--- src/rtl/narrow_pkg.sv ---
package narrow_pkg;

  typedef enum logic {
    RND_NEAREST_EVEN = 1'b0,
    RND_TOWARD_ZERO  = 1'b1
  } roundSel_e;

  // strobes from control to datapath
  typedef struct packed {
    logic load;      // capture a new result
    logic undef;     // feature disabled: report and hold destination
    logic writeLow;  // low form: packed half to bottom, clear top
    logic writeHigh; // high form: packed half to top, keep bottom
  } strobe_t;

endpackage

--- src/rtl/narrow_lane.sv ---
module narrow_lane
  import narrow_pkg::*;
#(
  parameter int IN_W  = 32,
  parameter int OUT_W = 16,
  parameter int EXP_W = 8
) (
  input  logic [IN_W-1:0]  opIn,
  input  roundSel_e        roundMode,
  input  logic             flushDenorm,
  output logic [OUT_W-1:0] resOut
);
  localparam int MAN_W   = IN_W - 1 - EXP_W;
  localparam int OMAN_W  = OUT_W - 1 - EXP_W;
  localparam int DROP_W  = IN_W - OUT_W;
  localparam logic [IN_W-1:0] HALF_ULP = IN_W'({(DROP_W-1){1'b1}});

  logic             sgn;
  logic [EXP_W-1:0] expField;
  logic [MAN_W-1:0] manField;
  logic             isNan, isInfOrZero, isSub;
  logic [IN_W-1:0]  roundSum;
  logic [OUT_W-1:0] nanRes;

  assign sgn      = opIn[IN_W-1];
  assign expField = opIn[IN_W-2 -: EXP_W];
  assign manField = opIn[MAN_W-1:0];

  assign isNan       = (&expField) && (|manField);
  assign isInfOrZero = ((&expField) || ~(|expField)) && ~(|manField);
  assign isSub       = ~(|expField) && (|manField);

  // bias below half an output ulp, plus the kept lsb for ties-to-even
  assign roundSum = opIn + HALF_ULP + IN_W'(opIn[DROP_W]);

  assign nanRes = {sgn, {EXP_W{1'b1}}, 1'b1, manField[MAN_W-2 -: OMAN_W-1]};

  always_comb begin
    if (isNan)                     resOut = nanRes;
    else if (isInfOrZero)          resOut = opIn[IN_W-1 -: OUT_W];
    else if (isSub && flushDenorm) resOut = {sgn, {(OUT_W-1){1'b0}}};
    else if (roundMode == RND_TOWARD_ZERO) resOut = opIn[IN_W-1 -: OUT_W];
    else                           resOut = roundSum[IN_W-1 -: OUT_W];
  end

  always_comb begin
    if (isNan) begin
      assert_nan_stays_quiet_R7: assert (&resOut[OUT_W-2 -: EXP_W] && resOut[OMAN_W-1]);
    end
  end

endmodule

--- src/rtl/narrow_ctrl.sv ---
module narrow_ctrl
  import narrow_pkg::*;
(
  input  logic    inValid,
  input  logic    upperSel,
  input  logic    bf16Enable,
  output strobe_t strb
);
  always_comb begin
    strb           = '0;
    strb.load      = inValid;
    strb.undef     = inValid && !bf16Enable;
    strb.writeLow  = inValid && bf16Enable && !upperSel;
    strb.writeHigh = inValid && bf16Enable && upperSel;
  end
endmodule

--- src/rtl/narrow_datapath.sv ---
module narrow_datapath
  import narrow_pkg::*;
#(
  parameter int LANES   = 4,
  parameter int IN_W    = 32,
  parameter int OUT_W   = 16,
  parameter int EXP_W   = 8,
  parameter bit REG_OUT = 1'b1
) (
  input  logic                   clk,
  input  logic                   rstN,
  input  strobe_t                strb,
  input  logic [LANES*IN_W-1:0]  srcVec,
  input  logic [LANES*IN_W-1:0]  oldDst,
  input  roundSel_e              roundMode,
  input  logic                   flushDenorm,
  output logic                   outValid,
  output logic [LANES*IN_W-1:0]  newDst,
  output logic                   undefOp
);
  localparam int VEC_W  = LANES * IN_W;
  localparam int HALF_W = LANES * OUT_W;

  logic [HALF_W-1:0] packedHalf;
  logic [VEC_W-1:0]  nextDst;

  for (genvar e = 0; e < LANES; e++) begin : gLane
    narrow_lane #(.IN_W(IN_W), .OUT_W(OUT_W), .EXP_W(EXP_W)) uLane (
      .opIn       (srcVec[e*IN_W +: IN_W]),
      .roundMode  (roundMode),
      .flushDenorm(flushDenorm),
      .resOut     (packedHalf[e*OUT_W +: OUT_W])
    );
  end

  always_comb begin
    nextDst = oldDst;
    if (strb.writeLow)
      nextDst = {{(VEC_W-HALF_W){1'b0}}, packedHalf};
    else if (strb.writeHigh)
      nextDst = {packedHalf, oldDst[VEC_W-HALF_W-1:0]};
  end

  if (REG_OUT) begin : gReg
    logic [VEC_W-1:0] dstQ;
    logic             validQ, undefQ;

    always_ff @(posedge clk) begin
      if (!rstN) begin
        dstQ   <= '0;
        validQ <= 1'b0;
        undefQ <= 1'b0;
      end else begin
        validQ <= strb.load;
        undefQ <= strb.undef;
        if (strb.load) dstQ <= nextDst;
      end
    end

    assign newDst   = dstQ;
    assign outValid = validQ;
    assign undefOp  = undefQ;

    assert_low_clears_top_R2: assert property (@(posedge clk) disable iff (!rstN)
      strb.writeLow |=> (newDst[VEC_W-1:HALF_W] == '0 && !undefOp));
    assert_high_keeps_bottom_R3: assert property (@(posedge clk) disable iff (!rstN)
      strb.writeHigh |=> (newDst[HALF_W-1:0] == $past(oldDst[HALF_W-1:0])));
    assert_undef_holds_dst_R4: assert property (@(posedge clk) disable iff (!rstN)
      strb.undef |=> (undefOp && newDst == $past(oldDst)));
    assert_valid_follows_R11: assert property (@(posedge clk) disable iff (!rstN)
      strb.load |=> outValid);
    assert_idle_drops_valid_R11: assert property (@(posedge clk) disable iff (!rstN)
      !strb.load |=> (!outValid && !undefOp));
  end else begin : gComb
    assign newDst   = nextDst;
    assign outValid = strb.load;
    assign undefOp  = strb.undef;
  end

endmodule

--- src/rtl/fp32_bf16_narrow.sv ---
module fp32_bf16_narrow
  import narrow_pkg::*;
#(
  parameter int LANES   = 4,
  parameter int IN_W    = 32,
  parameter int OUT_W   = 16,
  parameter int EXP_W   = 8,
  parameter bit REG_OUT = 1'b1
) (
  input  logic                  clk,
  input  logic                  rstN,
  input  logic                  inValid,
  input  logic [LANES*IN_W-1:0] srcVec,
  input  logic [LANES*IN_W-1:0] oldDst,
  input  logic                  upperSel,
  input  logic                  roundMode,
  input  logic                  flushDenorm,
  input  logic                  bf16Enable,
  output logic                  outValid,
  output logic [LANES*IN_W-1:0] newDst,
  output logic                  undefOp
);
  strobe_t strb;

  narrow_ctrl uCtrl (
    .inValid   (inValid),
    .upperSel  (upperSel),
    .bf16Enable(bf16Enable),
    .strb      (strb)
  );

  narrow_datapath #(
    .LANES(LANES), .IN_W(IN_W), .OUT_W(OUT_W), .EXP_W(EXP_W), .REG_OUT(REG_OUT)
  ) uDp (
    .clk        (clk),
    .rstN       (rstN),
    .strb       (strb),
    .srcVec     (srcVec),
    .oldDst     (oldDst),
    .roundMode  (roundSel_e'(roundMode)),
    .flushDenorm(flushDenorm),
    .outValid   (outValid),
    .newDst     (newDst),
    .undefOp    (undefOp)
  );
endmodule

--- config.mk ---
export PLATFORM = sky130hd
export DESIGN_NAME = fp32_bf16_narrow
export DESIGN_NICKNAME = d
export VERILOG_FILES = /design/src/rtl/narrow_pkg.sv /design/src/rtl/narrow_lane.sv /design/src/rtl/narrow_ctrl.sv /design/src/rtl/narrow_datapath.sv /design/src/rtl/fp32_bf16_narrow.sv
export SDC_FILE = /design/constraint.sdc
export NUM_CORES = 1
export LEC_CHECK = 0
export ABC_AREA = 1
export ABC_CLOCK_PERIOD_IN_PS = 2060
export BUFFER_PORTS_ARGS = -buffer_cell sky130_fd_sc_hd__buf_2
export CAP_MARGIN = 20
export CORE_AREA = 4 4 149 151
export CTS_BUF_LIST = sky130_fd_sc_hd__clkbuf_4
export DETAILED_ROUTE_END_ITERATION = 7
export DIE_AREA = 0 0 153 155
export GPL_TIMING_DRIVEN = 1
export PLACE_DENSITY = 0.79
export SLEW_MARGIN = 15
export SYNTH_ARGS = -nofsm -noshare
export SYNTH_HDL_FRONTEND = slang
export SYNTH_HIERARCHICAL = 1
export SYNTH_SLANG_ARGS = --single-unit
--- constraint.sdc ---
create_clock -name clk -period 2.06 [get_ports clk]
set_input_delay 0.412 -clock clk [delete_from_list [all_inputs] [get_ports clk]]
set_output_delay 0.412 -clock clk [all_outputs]
set_load 0.01 [all_outputs]
==> results_dict.tcl <==
set metrics [dict create \
    antenna_found_initial 4 \
    worstSetupPathType "input pin to register" \
    drt_first_pass_iters 7 \
    track_usage 0.300 \
    crit_path_end_kind "register" \
    yosysTopAreaCellShare 0.263 \
    cts-root-buf "clkbuf_4" \
    tns_ps 0 \
    cts_setup_buffers 0 \
    worst_ep_required_time_ps 2550 \
    rsz0062_at_grt "no" \
    outcome "complete, no violations" \
    holdBufCountCts 0 \
    power_leakage_nw 6.68 \
    grt_pass1_wl_um 59100 \
    fmax_mhz 640 \
    area_delta_synth_final_pct 24.4 \
    maxSlewViolCount 0 \
    hold_viol_final 0 \
    synth_area_per_cell_um2 5.78 \
    ys.flop_type "dfxtp_1" \
    vias_per_cell 5.22 \
    yosysTopAreaCell "dfxtp_1" \
    place_area_um2 12000 \
    num_vias 12314 \
    syn-num-nets 1975 \
    setup-violations-final 0 \
    yosysMostFrequentCell "nand2_1" \
    cap_violations 0 \
    core_area_um2 20800 \
    cp_cell_sequence "buf_2 -> nor2_1 -> nand2_1 -> nor2_1 -> nand3_4 -> nand3_1 -> nand2_1 -> o21ai_0 -> inv_1 -> nand2_1 -> nand3_1 -> a21oi_1" \
    yosysSeqAreaShare 0.263 \
    cts-resized-gates 0 \
    fin_crit_sh 0.758 \
    slowest_stage "o21ai_0" \
    finClkSkew_ps 0 \
    ant_nets 0 \
    cts_buffers 17 \
    clkLatencyLatePin_ps 550 \
    syn_area_um2 9890 \
    crit_arrival_ps 2050 \
    start_util 0.475 \
    start_kind "input pin" \
    async_reset_ff_frac 0 \
    synth_common_cells "539 x nand2_1, 216 x a21oi_1, 204 x inv_1, 167 x nor2_1, 130 x dfxtp_1" \
    synth_cell_types 33 \
    crit_path_frequent_cell "nand2_1" \
    yosys_warnings 6 \
    cpPeakStageDelay_ps 340 \
    worstPathMaxFanout 6 \
    synth_enable_flop_cells 0 \
    cts_sinks 130 \
    powerDensity_nw_per_um2 523 \
    synth-seq-cells 130 \
    dp_hpwl_um 28300 \
    die_w_um 153 \
    yosys-top-cells-area "dfxtp_1 26%, nand2_1 20%, a21oi_1 11%" \
    slew_headroom 0.345 \
    period_needed_ps 1560 \
    min_path_type "input pin to register" \
    worstMarginPinSlew_ps 982 \
    drt-total-wl_um 37300 \
    placementRows 53 \
    wl_met2_um 17900 \
    layout-drive-gt1-share 0.277 \
    route.met3.wl_um 3160 \
    utilization 0.591 \
    drt_iter0_markers 939 \
    drt-wirelength-per-cell_um 15.8 \
    gp_congestion 0.971 \
    overflow 0 \
    die_area_um2 23700 \
    path_clk_slew_ps 150 \
    vdd_drop_max_v 0.000318 \
    cts_tree "done" \
    clock_path_buffers 2 \
    num_io_pins 393 \
    top_layer "met5" \
    io_buffers 392 \
    grt_max_degree 129 \
    cts.htree.levels 4 \
    drc 0 \
    synth_cells 1712 \
    wl_met1_um 15200 \
    final_net_count 2332 \
    design_area_um2 12300 \
    grt_pass1_vias 11737 \
    fp.dieH_um 155 \
]
## worst paths after layout
path | start | end | slack (ps) | cells past startpoint
worst max-delay path | srcVec[8] | uDp/newDst[71] | 500 | 12
worst min-delay path | oldDst[41] | uDp/newDst[41] | 70 | 3
worst max register to register | uDp/newDst[67] | uDp/newDst[67] | 1350 | 2
worst min register to register | uDp/newDst[114] | uDp/newDst[114] | 470 | 2
## critical path, delay by kind of cell
family	cells	cell delay (ps)
AOI/OAI and AO/OA	2	500
buffers and inverters	2	200
and+or+nand+nor	8	950
## cells by family (layout without fill, tap and decap cells)
family	count (synthesis)	in the layout	share of synthesized area
simple gates	939	939	0.427
compound gates	332	332	0.173
buf+inv	307	677	0.133
flops	130	130	0.263
xor+xnor	4	4	0.00354
other cells	0	3	0
## where the power goes
| group | total, mW | leakage (nW) | switching, mW | internal, mW |
|---|---|---|---|---|
| Combinational | 1.75 | 5.45 | 1.10 | 0.655 |
| Clock | 1.90 | 0.154 | 1.15 | 0.751 |
| Sequential | 2.78 | 1.08 | 0.0926 | 2.69 |
## layout make-up
cell class	count	area [um^2]
multi-input cells	1275	5990
flip-flops and latches	130	2600
well taps	275	344
diodes	3	7.51
clock inverters	14	155
fillers	2145	8520
clock buffers	18	135
inverters	228	858
repair buffers	417	2210
## metal layers
metal  track usage  up-vias
met3        0.0631       70
li1              -     6131
met5             0        -
met2         0.521      627
met4         0.107        2
met1         0.370     5484
## cells in the final DEF, fill, tap and decap left out, drive strengths merged
cell type,instances
a21oi,224
bufinv,2
nor2,208
nand4,20
diode,3
clkbuf,18
clkinvlp,2
inv,228
nor4,4
nand3b,4
nor3,12
dfxtp,130
o21ai,104
clkinv,10
nand2,563
buf,417
a31oi,4
xor2,4
nand3,128
## sequential cells by signal, summed over array words and instances, names as in the netlist
register	flops
uDp/outValid	1
uDp/newDst	128
uDp/undefOp	1
## per-stage QoR
stage          setup slack [ps]  hold WS, ps  power, mW  instances
3_5_place_dp              -44.8          454       4.56       2325
2_1_floorplan               487          487       3.79       1712
5_1_grt                     379         35.3       6.79       2360
4_1_cts                     474         27.3       6.46       2357
6_report                    498         72.4       6.43       2360
3_3_place_gp              -19.6          449       4.54       2325
Note: power is estimated with default switching activity, not from simulation.
